### src/rtl/adc_boot_pkg.sv
package adc_boot_pkg;

  typedef enum logic [2:0] {
    PH_OFF,
    PH_POR,
    PH_RST,
    PH_GAP,
    PH_LOAD,
    PH_SEND,
    PH_SPACE,
    PH_DONE
  } boot_phase_e;

  typedef struct packed {
    logic [7:0] addr;
    logic [7:0] data;
  } reg_write_t;

  localparam int unsigned MAX_WRITES = 3;
  localparam int unsigned FRAME_BITS = $bits(reg_write_t);

  // Fixed write list: entry 0 always, entries 1 and 2 only with the high-frequency option.
  function automatic reg_write_t write_entry(input logic [1:0] idx);
    reg_write_t w;
    case (idx)
      2'd0:    w = '{addr: 8'h03, data: 8'h03};
      2'd1:    w = '{addr: 8'h4A, data: 8'h01};
      default: w = '{addr: 8'h58, data: 8'h01};
    endcase
    return w;
  endfunction

  // Rounds up, so a requested minimum time is never shortened.
  function automatic longint unsigned ns_to_cycles(input longint unsigned ns,
                                                   input longint unsigned hz);
    return (ns * hz + 64'd999_999_999) / 64'd1_000_000_000;
  endfunction

endpackage

### src/rtl/boot_phase_timer.sv
module boot_phase_timer #(
  parameter int unsigned TW = 8
) (
  input  logic          clk,
  input  logic          rst_n,
  input  logic          run,
  input  logic [TW-1:0] limit,
  output logic          expired
);
  logic [TW-1:0] cnt_q;

  assign expired = run && (cnt_q == limit - TW'(1));

  always_ff @(posedge clk or negedge rst_n) begin
    if (!rst_n)       cnt_q <= '0;
    else if (!run)    cnt_q <= '0;
    else if (expired) cnt_q <= '0;
    else              cnt_q <= cnt_q + TW'(1);
  end
endmodule

### src/rtl/serial_frame_tx.sv
module serial_frame_tx #(
  parameter int unsigned WORD_W = 16,
  parameter int unsigned HALF   = 2
) (
  input  logic              clk,
  input  logic              rst_n,
  input  logic              flush,
  input  logic              load,
  input  logic [WORD_W-1:0] word,
  output logic              ser_sel_n,
  output logic              ser_clk,
  output logic              ser_dout,
  output logic              last
);
  localparam int unsigned PER = 2 * HALF;
  localparam int unsigned DW  = (PER > 1) ? $clog2(PER) : 1;
  localparam int unsigned BW  = $clog2(WORD_W);

  logic              active_q;
  logic [WORD_W-1:0] shreg_q;
  logic [DW-1:0]     dcnt_q;
  logic [BW-1:0]     bcnt_q;
  logic              wrap;

  assign wrap      = (dcnt_q == DW'(PER - 1));
  assign last      = active_q && wrap && (bcnt_q == BW'(WORD_W - 1));
  assign ser_sel_n = !active_q;
  assign ser_clk   = active_q && (dcnt_q >= DW'(HALF));
  assign ser_dout  = active_q && shreg_q[WORD_W-1];

  always_ff @(posedge clk or negedge rst_n) begin
    if (!rst_n) begin
      active_q <= 1'b0;
      shreg_q  <= '0;
      dcnt_q   <= '0;
      bcnt_q   <= '0;
    end else if (flush) begin
      active_q <= 1'b0;
      dcnt_q   <= '0;
      bcnt_q   <= '0;
    end else if (load && !active_q) begin
      active_q <= 1'b1;
      shreg_q  <= word;
      dcnt_q   <= '0;
      bcnt_q   <= '0;
    end else if (active_q) begin
      if (wrap) begin
        dcnt_q <= '0;
        if (last) begin
          active_q <= 1'b0;
          bcnt_q   <= '0;
        end else begin
          bcnt_q  <= bcnt_q + BW'(1);
          shreg_q <= {shreg_q[WORD_W-2:0], 1'b0};
        end
      end else begin
        dcnt_q <= dcnt_q + DW'(1);
      end
    end
  end
endmodule

### src/rtl/adc_boot_seq.sv
module adc_boot_seq
  import adc_boot_pkg::*;
#(
  parameter longint unsigned CLK_HZ       = 200_000_000,
  parameter longint unsigned POWER_ON_NS  = 1_000_000,
  parameter longint unsigned RST_PULSE_NS = 100,
  parameter longint unsigned SEN_GAP_NS   = 100,
  parameter int unsigned     SCLK_HALF    = 2
) (
  input  logic clk,
  input  logic rst_n,
  input  logic pwr_good,
  input  logic hf_enable,
  output logic adc_rst,
  output logic ser_sel_n,
  output logic ser_clk,
  output logic ser_dout,
  output logic busy,
  output logic done
);
  localparam int unsigned POR_CYC   = int'(ns_to_cycles(POWER_ON_NS, CLK_HZ));
  localparam int unsigned RST_CYC   = int'(ns_to_cycles(RST_PULSE_NS, CLK_HZ));
  localparam int unsigned GAP_CYC   = int'(ns_to_cycles(SEN_GAP_NS, CLK_HZ));
  localparam int unsigned SPACE_CYC = 4 * SCLK_HALF;
  localparam int unsigned MAX_AB    = (POR_CYC > RST_CYC) ? POR_CYC : RST_CYC;
  localparam int unsigned MAX_CD    = (GAP_CYC > SPACE_CYC) ? GAP_CYC : SPACE_CYC;
  localparam int unsigned MAX_CYC   = (MAX_AB > MAX_CD) ? MAX_AB : MAX_CD;
  localparam int unsigned TW        = $clog2(MAX_CYC + 1);
  localparam int unsigned IW        = $clog2(MAX_WRITES);

  // Elaboration guards on the timing window.
  if ((64'(RST_CYC) * 64'd1_000_000_000 < 64'd10 * CLK_HZ) ||
      (64'(RST_CYC) * 64'd1_000_000_000 > 64'd1000 * CLK_HZ)) begin : g_bad_rst_pulse
    $error("reset pulse outside the 10 ns to 1 us window");
  end
  if (SCLK_HALF < 1 || POR_CYC < 1 || GAP_CYC < 1) begin : g_bad_timing
    $error("timing parameters must give at least one clock");
  end

  boot_phase_e   phase_q, phase_d;
  logic [IW-1:0] idx_q;
  logic          hf_q;
  logic [IW-1:0] last_idx;
  logic          tmr_run, tmr_exp;
  logic [TW-1:0] tmr_lim;
  logic          tx_load, tx_last;
  reg_write_t    tx_word;

  assign last_idx = hf_q ? IW'(MAX_WRITES - 1) : '0;

  always_comb begin
    tmr_run = 1'b0;
    tmr_lim = TW'(SPACE_CYC);
    case (phase_q)
      PH_POR:   begin tmr_run = 1'b1; tmr_lim = TW'(POR_CYC); end
      PH_RST:   begin tmr_run = 1'b1; tmr_lim = TW'(RST_CYC); end
      PH_GAP:   begin tmr_run = 1'b1; tmr_lim = TW'(GAP_CYC); end
      PH_SPACE: begin tmr_run = 1'b1; tmr_lim = TW'(SPACE_CYC); end
      default:  ;
    endcase
  end

  boot_phase_timer #(.TW(TW)) i_timer (
    .clk     (clk),
    .rst_n   (rst_n),
    .run     (tmr_run),
    .limit   (tmr_lim),
    .expired (tmr_exp)
  );

  always_comb begin
    phase_d = phase_q;
    case (phase_q)
      PH_OFF:   if (pwr_good) phase_d = PH_POR;
      PH_POR:   if (tmr_exp)  phase_d = PH_RST;
      PH_RST:   if (tmr_exp)  phase_d = PH_GAP;
      PH_GAP:   if (tmr_exp)  phase_d = PH_LOAD;
      PH_LOAD:  phase_d = PH_SEND;
      PH_SEND:  if (tx_last)  phase_d = (idx_q == last_idx) ? PH_DONE : PH_SPACE;
      PH_SPACE: if (tmr_exp)  phase_d = PH_LOAD;
      default:  phase_d = phase_q;
    endcase
    if (!pwr_good) phase_d = PH_OFF;
  end

  always_ff @(posedge clk or negedge rst_n) begin
    if (!rst_n) begin
      phase_q <= PH_OFF;
      idx_q   <= '0;
      hf_q    <= 1'b0;
    end else begin
      phase_q <= phase_d;
      if (phase_q == PH_OFF) begin
        idx_q <= '0;
        hf_q  <= hf_enable;
      end else if (phase_q == PH_SEND && tx_last) begin
        idx_q <= idx_q + IW'(1);
      end
    end
  end

  assign tx_load = (phase_q == PH_LOAD);
  assign tx_word = write_entry(2'(idx_q));

  serial_frame_tx #(.WORD_W(FRAME_BITS), .HALF(SCLK_HALF)) i_tx (
    .clk       (clk),
    .rst_n     (rst_n),
    .flush     (!pwr_good),
    .load      (tx_load),
    .word      (tx_word),
    .ser_sel_n (ser_sel_n),
    .ser_clk   (ser_clk),
    .ser_dout  (ser_dout),
    .last      (tx_last)
  );

  assign adc_rst = (phase_q == PH_RST);
  assign busy    = (phase_q != PH_OFF) && (phase_q != PH_DONE);
  assign done    = (phase_q == PH_DONE);

endmodule

### config.mk
export PLATFORM = sky130hd
export DESIGN_NAME = adc_boot_seq
export DESIGN_NICKNAME = d
export VERILOG_FILES = /design/src/rtl/adc_boot_pkg.sv /design/src/rtl/boot_phase_timer.sv /design/src/rtl/serial_frame_tx.sv /design/src/rtl/adc_boot_seq.sv
export SDC_FILE = /design/constraint.sdc
export NUM_CORES = 1
export LEC_CHECK = 0
export ABC_AREA = 1
export BUFFER_PORTS_ARGS = -buffer_cell sky130_fd_sc_hd__buf_2
export CORE_UTILIZATION = 35
export CTS_CLUSTER_SIZE = 14
export DETAILED_ROUTE_END_ITERATION = 6
export GPL_TIMING_DRIVEN = 0
export PLACE_DENSITY = 0.58
export SYNTH_ARGS = -nofsm -noshare
export SYNTH_HDL_FRONTEND = slang
export SYNTH_SLANG_ARGS = --single-unit
### constraint.sdc
create_clock -name clk -period 2.65 [get_ports clk]
set_clock_uncertainty 0.05 [all_clocks]
set_input_delay 0.265 -clock clk [delete_from_list [all_inputs] [get_ports clk]]
set_output_delay 0.265 -clock clk [all_outputs]
set_load 0.03 [all_outputs]
Yosys cells after proc, flatten, opt, wreduce, memory -nomap -nowiden
Cells that the tools add are included.
{"block": "classes", "addsub": 5, "mul": 0, "n_div": 0, "magnitude_cmp": 1, "n_eq_ne": 21, "shift": 0, "muxes": 33, "n_bitwise": 0, "reduce_logical": 21}
{"op": "16-bit 2-to-1 mux", "n": 4}
{"op": "18-bit 2-to-1 mux", "n": 2}
{"op": "18-bit case mux with 2 select lines", "n": 1}
{"op": "15-bit case mux with 2 select lines", "n": 1}
{"op": "4-bit 2-to-1 mux", "n": 5}
{"op": "18-bit by 1-bit adder with 18-bit output, second input constant", "n": 1}
{"op": "18-bit equality test", "n": 1}
{"op": "3-bit case mux with 6 select lines", "n": 1}
{"op": "18-bit by 1-bit subtractor with 18-bit output, second input constant", "n": 1}
{"op": "3-bit 2-to-1 mux", "n": 5}
{"op": "2-bit 2-to-1 mux", "n": 7}
{"op": "3-bit equality test, second input constant", "n": 4}
{"op": "3-bit by 2-bit != test with 1-bit output, second input constant", "n": 3}
{"op": "1-bit logical AND", "n": 8}
{"op": "1-bit 2-to-1 mux", "n": 7}
{"op": "7-bit by 2-bit != test with 1-bit output, second input constant", "n": 1}
{"op": "3-bit by 2-bit equality test with 1-bit output, second input constant", "n": 2}
{"op": "3-bit by 1-bit != test with 1-bit output, second input constant", "n": 2}
{"op": "3-bit != test, second input constant", "n": 2}
{"op": "2-bit nonzero test", "n": 3}
{"op": "5-bit AND reduction", "n": 1}
{"op": "2-bit by 1-bit adder with 2-bit output, second input constant", "n": 2}
{"op": "4-bit by 1-bit adder with 4-bit output, second input constant", "n": 1}
{"op": "4-bit equality test, second input constant", "n": 1}
{"op": "other kinds (14)", "n": 15}
{"block": "totals", "ff_bits": 47, "latchBits": 0, "mem_bits_rw": 0, "romBits": 0, "inputBits": 4, "output_inout_bits": 6, "memories": 0}

Depth between registers and ports, before layout
Gate-level depths: netlist of the first run.
{"block": "logic_depth", "word_depth": 9, "mapped_depth": 15, "depth_no_buf": 14}

By module
Synthesis of the first run repeated with hierarchy kept, for this count alone.
{"block": "hier_totals", "hier_cells": 596, "area_unflattened_um2": 3876.2}
{"mod": "boot_phase_timer", "instances": 1, "cells_per_inst": 341, "area_each_um2": 2074.5, "seq_area_each_um2": 450.4}
{"mod": "serial_frame_tx", "instances": 1, "cells_per_inst": 184, "area_each_um2": 1331.3, "seq_area_each_um2": 575.6}
{"mod": "adc_boot_seq", "instances": 1, "cells_per_inst": 71, "area_each_um2": 470.5, "seq_area_each_um2": 150.1}

Worst setup path before layout of the first run
Ideal clock, no wire load.
{"block": "synth_path", "path_type": "register -> register", "startpoint": "register phase_q[2]", "endpoint": "register i_timer.cnt_q[11]", "t_arrival_ns": 1.687, "required_ns": 2.475, "path_slack_ns": 0.788, "path_stages_with_launch": 13, "n_path_buf": 2, "period_less_slack_ns": 1.862, "cell_sequence": "dfrtp_1 > buf_4 > inv_4 > nand3_1 > ha_1 > nand2_1 > nand2_1 > nand3_1 > nor2_1 > nand3_2 > nand2_1 > buf_4 > nor2_1"}
{"block": "synth_via", "elab_chain_cells": 8}
{"element": "start, declared", "line_no": "adc_boot_seq.sv:40", "source": "boot_phase_e phase_q, phase_d;"}
{"element": "start signal, assigned", "line_no": "adc_boot_seq.sv:92", "source": "phase_q <= phase_d;"}
{"element": "3-bit by 2-bit equality test with 1-bit output", "line_no": "adc_boot_seq.sv:54", "source": "case (phase_q)"}
{"element": "2-bit OR reduction (no source line)"}
{"element": "18-bit case mux with 2 select lines", "line_no": "adc_boot_seq.sv:54"}
{"element": "18-bit by 1-bit subtractor with 18-bit output", "line_no": "boot_phase_timer.sv:12", "source": "assign expired = run && (cnt_q == limit - TW'(1));"}
{"element": "18-bit equality test", "line_no": "boot_phase_timer.sv:12"}
{"element": "1-bit logical AND", "line_no": "boot_phase_timer.sv:12"}
{"element": "18-bit 2-to-1 mux", "line_no": "boot_phase_timer.sv:17", "source": "else if (expired) cnt_q <= '0;"}
{"element": "18-bit 2-to-1 mux *", "line_no": "boot_phase_timer.sv:16", "source": "else if (!run) cnt_q <= '0;"}
{"element": "end signal, assigned", "line_no": "boot_phase_timer.sv:18", "source": "else cnt_q <= cnt_q + TW'(1);"}
{"element": "end, declared", "line_no": "boot_phase_timer.sv:10", "source": "logic [TW-1:0] cnt_q;"}
Mark *: on every way between the ends. The rest lies on a longest branch, timed or not.
A chain may end at the register's enable or synchronous reset.

Final worst setup path of the first run
Same ends and word-level chain as after synthesis.

==> metrics.txt, run 1 <==
fraction of power spent switching nets=0.389; layout cells sized above 1=0.137; post-placement setup slack=0.447 ns; result of the run=completed; wire length of the first global-routing pass=8560 microns; maximum level of the CTS H-tree=2; CTS tree=yes; final cycle utilization of the critical path=0.824; Final nets=354; global-route track usage on met3=0.0280; pin count of the biggest net entering global routing=48; gp weighted congestion=0.829; sequential standard cell area=0.00118 sq mm; count of distinct cell types in the synthesized netlist=37; initial antenna violation count=0; Yosys top cell by area=dfrtp_1; Reg2Reg Capture Point=i_timer.cnt_q[11]; # resized after CTS=0; Die Wd=88.5 microns; Detail Route Antenna Nets=0; number of antenna repair diodes=0; top cells by area, synth=dfrtp_1 45%, nand2_1 10%, nor2_1 6.9%, inv_1 5.6%, nand3_1 4.6%; clock network fraction of design power=0.226; Setup WS post-layout=0.467 ns; required time of the critical path=2.79 ns; count of buffers inserted at the top-level ports=9; Area Growth Syn to Fin=10.9%; maximum clock rate=0.458 GHz; setup repair after global routing missed its margin=false; vias after detailed routing=1990; number of hold violations in the final report=0; maximum buffer depth of the clock tree=2; share of the yosys chip area belonging to registers=0.449; accumulated negative setup slack=0 ns; worst IR drop on VDD=280 uV; routed wire length per instance=11.0 microns; Int Pwr=1.48 mW; kind of end point of the critical path=flop; Relative slew margins=0.296; portion of total power attributed to combinational logic=0.376; slew of the pin with the lowest slew margin=1.06 ns; cell at the root of the clock tree=clkbuf_8; starting density of the core=0.361; Mapped Nets=338; critical path class=reg2reg; number of DRC violations after detailed-routing iteration 0=85; Setup Fix Bufs, Post-CTS=0; number of hold-repair buffers added at the cts stage=0; Period minus WS final=2.18 ns; number of max-slew violations in the final report=0; insertion delay of the later-clocked pin in the worst-skew pair=0.31 ns; TritonCTS buffer count=5; GR Util All Layers=0.141; startpoint types=flop; fillcell total=759; Hold Crit Class=in2async; FP Rows=31; mean cell area of the mapped netlist=8.03 sq um; register bit count reported by yosys=47; core region area=0.00725 sq mm; HPWL after detailed placement=3570 microns; Die Footprint=0.00783 sq mm; M2 GR Usage=0.252; Leakage=1.36 nW; Synth top area share=0.449; Post-Syn Instances=326; post-detailed-route via-to-cell ratio=4.50; Yosys warning count=0; worst reg2reg path depth=12; P per Cell Area=831 mW/mm^2; Critical Path Fanout Max=10; clock slew seen by the registers of the worst setup and hold paths=0.10 ns; met1 usage in global routing=0.168; Setup-failing EPs final=0; netlist area before placement=0.00262 sq mm; sequential share of power=0.398; number of clock sinks seen by CTS=47; dpl cells=434; final cell count without fillers=442; boundary pin count=10; DRC violations left=0; vertical die dimension=88.5 microns; number of max-cap violations=0; arrival time of the worst setup path=2.32 ns; slack of the worst reg-to-reg path=0.47 ns; Detailed Routing Iterations Pass 1=4; Net Sw Power=0.939 mW; via count of the first global-routing pass=2014; reg-to-reg startpoint=phase_q[2]; most used routing layer=met2; Total Wirelength=4860 microns; area occupied by multi-input gates=0.00121 sq mm; GRT Residual Overflow=0
worst max-delay path, cell delays in order (launching register included):
cell and delay [ns]:
dfrtp_1 0.38, buf_4 0.16, inv_4 0.09, nand3_1 0.15, ha_1 0.34, nand2_1 0.05, nand2_1 0.08, nand3_1 0.06
nor2_1 0.13, nand3_2 0.12, nand2_1 0.17, buf_4 0.22, nor2_1 0.06
worst max-delay path by stage:
| stage | cells after the start | startpoint | slack (ns) | end |
|---|---|---|---|---|
| 3_3_place_gp | 12 | phase_q[2] | 0.47 | i_timer.cnt_q[11] |
| 2_1_floorplan | 12 | phase_q[2] | 0.79 | i_timer.cnt_q[11] |
| 4_1_cts | 12 | phase_q[2] | 0.42 | i_timer.cnt_q[11] |
| 5_1_grt | 12 | phase_q[2] | 0.28 | i_timer.cnt_q[10] |
| 6_report | 12 | phase_q[2] | 0.47 | i_timer.cnt_q[11] |
| 3_5_place_dp | 12 | phase_q[2] | 0.45 | i_timer.cnt_q[11] |
registers in the layout (all words and copies together) (netlist names):
signal,cells
i_tx.shreg_q,16
hf_q,1
i_tx.dcnt_q,2
phase_q,3
i_tx.active_q,1
i_timer.cnt_q,18
i_tx.bcnt_q,4
idx_q,2
metal layers:
metal,part of all wire,vias up
met5,0,-
met4,0.011,0
met3,0.021,6
met2,0.47,16
met1,0.50,905
li1,-,1063
synthesized netlist by cell type:
cell / n
buf_6: 4
a21oi_4: 1
a21oi_1: 5
nor3_1: 2
xnor2_1: 6
dfrtp_1: 47
a31oi_1: 5
nand3_4: 1
a211oi_1: 1
nand2_2: 4
nand2_1: 73
nand2_4: 1
nand3_1: 24
inv_4: 1
conb_1: 1
o32ai_1: 1
o21ai_0: 9
ha_1: 8
nor3b_1: 2
nor2_1: 48
o21ai_2: 1
o21ai_1: 6
or2_1: 1
xor2_1: 6
buf_4: 2
nor4_1: 1
inv_2: 5
o31ai_1: 1
nor2_4: 2
inv_1: 39
o211ai_1: 1
nor3_2: 4
nand4_1: 4
nand3_2: 1
o22ai_1: 4
o21bai_1: 1
nor2_2: 3
per-stage QoR:
step / hold WS, ns / util / instance area [sq um] / power [mW]
6_report: 0.0933 / 0.400 / 2900 / 2.41
5_1_grt: 0.130 / 0.400 / 2900 / 2.62
4_1_cts: 0.122 / 0.400 / 2900 / 2.46
3_5_place_dp: 0.423 / 0.384 / 2790 / 1.90
3_3_place_gp: 0.399 / 0.384 / 2790 / 1.88
2_1_floorplan: -0.0806 / - / 2620 / 1.68
cell type report:
class	count	area share
plain buffers	6	0.0207
clock buffers	5	0.0237
clock inverters	3	0.0164
inverters	45	0.0590
multi-input cells	228	0.417
flip-flops and latches	47	0.405
well taps	99	0.0427
repair buffers	9	0.0155
power by group through the flow:
stage | clock network (mW) | registers [mW] | logic, mW
floorplan | 0 | 0.954 | 0.727
global placement | 0 | 0.970 | 0.911
detailed placement | 0 | 0.976 | 0.925
CTS | 0.572 | 0.963 | 0.927
global route | 0.596 | 0.981 | 1.04
finish | 0.545 | 0.962 | 0.908
kinds of logic after synthesis:
family	count (synthesis)	share of synthesized area
compound gates	36	0.0841
xor+xnor	12	0.0401
fa+ha+maj	8	0.0382
buf+inv	51	0.0884
flops	47	0.449
other cells	1	0.00143
simple gates	171	0.299
layout by cell type, fill, tap and decap left out, types with 2 or more instances in the layout:
cell type,instances
inv_1,39
a31oi_1,5
nand2_1,73
nor3_2,4
nand3_1,24
nor2_4,2
a21oi_1,5
nor3_1,2
nor3b_1,2
buf_2,9
ha_1,8
buf_6,4
nand4_1,4
o21ai_0,9
clkbuf_8,5
buf_4,2
inv_2,5
nand2_2,4
xor2_1,6
o21ai_1,6
nor2_2,3
nor2_1,48
dfrtp_1,47
xnor2_1,6
o22ai_1,4
No activity file was read; power rests on OpenSTA's default activity.
==> inputs of run 2 (changes only) <==
- clock period: 2.65 -> 2.1 ns (I/O delays scaled with it)
==> metrics.txt, run 2 (synthesis results as in run 1) <==
start point of the critical path=phase_q[1]; Setup WS post-layout=0.139 ns; leading registers by flop count=i_timer.cnt_q (18), i_tx.shreg_q (16), i_tx.bcnt_q (4); clock network fraction of design power=0.219; portion of total power attributed to combinational logic=0.393; Finished Core Util=0.408; starting density of the core=0.361; number of antenna repair diodes=0; Area Growth Syn to Fin=13.0%; fillcell total=756; slew of the pin with the lowest slew margin=1.06 ns; required time of the critical path=2.24 ns; Relative slew margins=0.295; fraction of power spent switching nets=0.393; met2 routed wirelength=2290 microns; maximum clock rate=0.510 GHz; Final nets=354; kind of end point of the critical path=flop; result of the run=completed; most frequent cell on the critical path=nand2_1; final cycle utilization of the critical path=0.934; number of clock sinks seen by CTS=47; post-detailed-route via-to-cell ratio=4.53; Period minus WS final=1.96 ns; Hold Crit Class=in2async; Int Pwr=1.91 mW; pin count of the biggest net entering global routing=48; count of buffers inserted at the top-level ports=9; DRC violations left=0; layout cells sized above 1=0.155; highest metal layer with signal wires=met4; P per Cell Area=1060 mW/mm^2; via count of the first global-routing pass=2008; TritonCTS buffer count=5; maximum level of the CTS H-tree=2; Total Wirelength=4890 microns; Met1 Wirelength=2430 microns; Detailed Routing Iterations Pass 1=4; wire length of the first global-routing pass=8560 microns; vias after detailed routing=2003; accumulated negative setup slack=0 ns; Detail Route met3 WL=104 microns; CTS tree=yes; total cell area at the placement stage=0.00279 sq mm; HPWL after detailed placement=3570 microns; GRT Residual Overflow=0; setup repair after global routing missed its margin=false; Setup-failing EPs final=0; cell at the root of the clock tree=clkbuf_8; Die Footprint=0.00783 sq mm; arrival time of the worst setup path=2.11 ns; routed wire length per instance=11.1 microns; sequential share of power=0.388; Detail Route Antenna Nets=0; number of hold-repair buffers added at the cts stage=0; GR Util All Layers=0.141; worst IR drop on VDD=382 uV; maximum buffer depth of the clock tree=2; Slowest Stage Delay on Critical Path=0.39 ns; Die Wd=88.5 microns; number of hold violations in the final report=0; insertion delay of the later-clocked pin in the worst-skew pair=0.31 ns; Leakage=1.38 nW; number of max-cap violations=0; Largest Register=i_timer.cnt_q; vertical die dimension=88.5 microns; leading cell type in the layout, fill and taps excluded=nand2_1; Hold WS=0.0391 ns; FP Rows=31; reg-to-reg startpoint=phase_q[1]; initial antenna violation count=0; Critical Path Fanout Max=9; gp weighted congestion=0.829; Net Sw Power=1.24 mW; most frequent cells in the layout=71 x nand2_1, 47 x nor2_1, 47 x dfrtp_1, 39 x inv_1, 22 x nand3_1; critical path class=reg2reg; boundary pin count=10; post-placement setup slack=-0.103 ns; core region area=0.00725 sq mm; number of max-slew violations in the final report=0; Slowest-stage cell, CP=dfrtp_1; clock slew seen by the registers of the worst setup and hold paths=0.10 ns; cells along the critical path=buf_6, inv_2, nand3_4, ha_4, nand2_1, nand2_1, nand3_1, nor2_2, nand3_2, nand2_2, nand3_2, nand2_1, nand2_1; max FFs per register=18; final design instance area without fill=0.00296 sq mm; number of DRC violations after detailed-routing iteration 0=78; startpoint types=flop
## run 2: changes by cell type in the layout (fill, tap and decap cells not counted)
cell,change
nand3_4,+1
nand2_1,-2
inv_4,-1
buf_6,+2
nor2_1,-1
nor2_2,+1
nand2_2,+1
nand2_4,+1
inv_8,+1
nand3_2,+1
buf_4,-2
nand3_1,-2
ha_4,+1
ha_1,-1
## run 2: worst max-delay path: cells and delay by family, from the launching register on
family / cells / cell delay, ns
AND/OR/NAND/NOR: 10 / 0.89
flip-flops: 1 / 0.39
adder cells (fa/ha/maj): 1 / 0.28
buffers and inverters: 2 / 0.23
## run 2: metal layers
layer	GRT usage	up-vias
met5	0	-
met4	0.0484	0
met3	0.0280	6
met2	0.252	17
met1	0.168	913
li1	-	1067
## run 2: timing repair
action	in CTS	in global routing
pin swaps	1	2
gates resized for setup	5	7
setup endpoints to repair	13	13
setup buffers	0	0
## run 2: power groups by stage
stage,Clock [mW],Combinational (mW),Sequential (mW)
floorplan,0,0.917,1.20
global route,0.751,1.40,1.24
CTS,0.722,1.21,1.22
finish,0.689,1.24,1.22
global placement,0,1.15,1.22
detailed placement,0,1.17,1.23
## run 2: worst paths after layout
check / cells after the start / to / slack [ns]
setup / recovery: 13 / phase_q[0] / 0.14
hold reg to reg: 1 / i_timer.cnt_q[0] / 0.44
hold / removal: 1 / i_tx.bcnt_q[3] / 0.04
min in group clk: 3 / hf_q / 0.08
max in group asynchronous: 1 / i_timer.cnt_q[0] / 1.30
setup reg to reg: 13 / phase_q[0] / 0.14
## run 2: area by class of cell
| type | instances | area [sq um] | area share |
|---|---|---|---|
| Buffer | 6 | 67.6 | 0.0228 |
| Multi-Input combinational cell | 228 | 1250 | 0.424 |
| Clock buffer | 5 | 68.8 | 0.0233 |
| Clock inverter | 3 | 47.5 | 0.0161 |
| Tap cell | 99 | 124 | 0.0419 |
| Sequential cell | 47 | 1180 | 0.397 |
| Timing Repair Buffer | 9 | 45.0 | 0.0152 |
| Inverter | 45 | 176 | 0.0596 |
## run 2: stage by stage
| stage | cells | total power [mW] |
|---|---|---|
| 2_1_floorplan | 326 | 2.12 |
| 3_3_place_gp | 434 | 2.37 |
| 3_5_place_dp | 434 | 2.40 |
| 4_1_cts | 442 | 3.14 |
| 5_1_grt | 442 | 3.40 |
| 6_report | 442 | 3.15 |
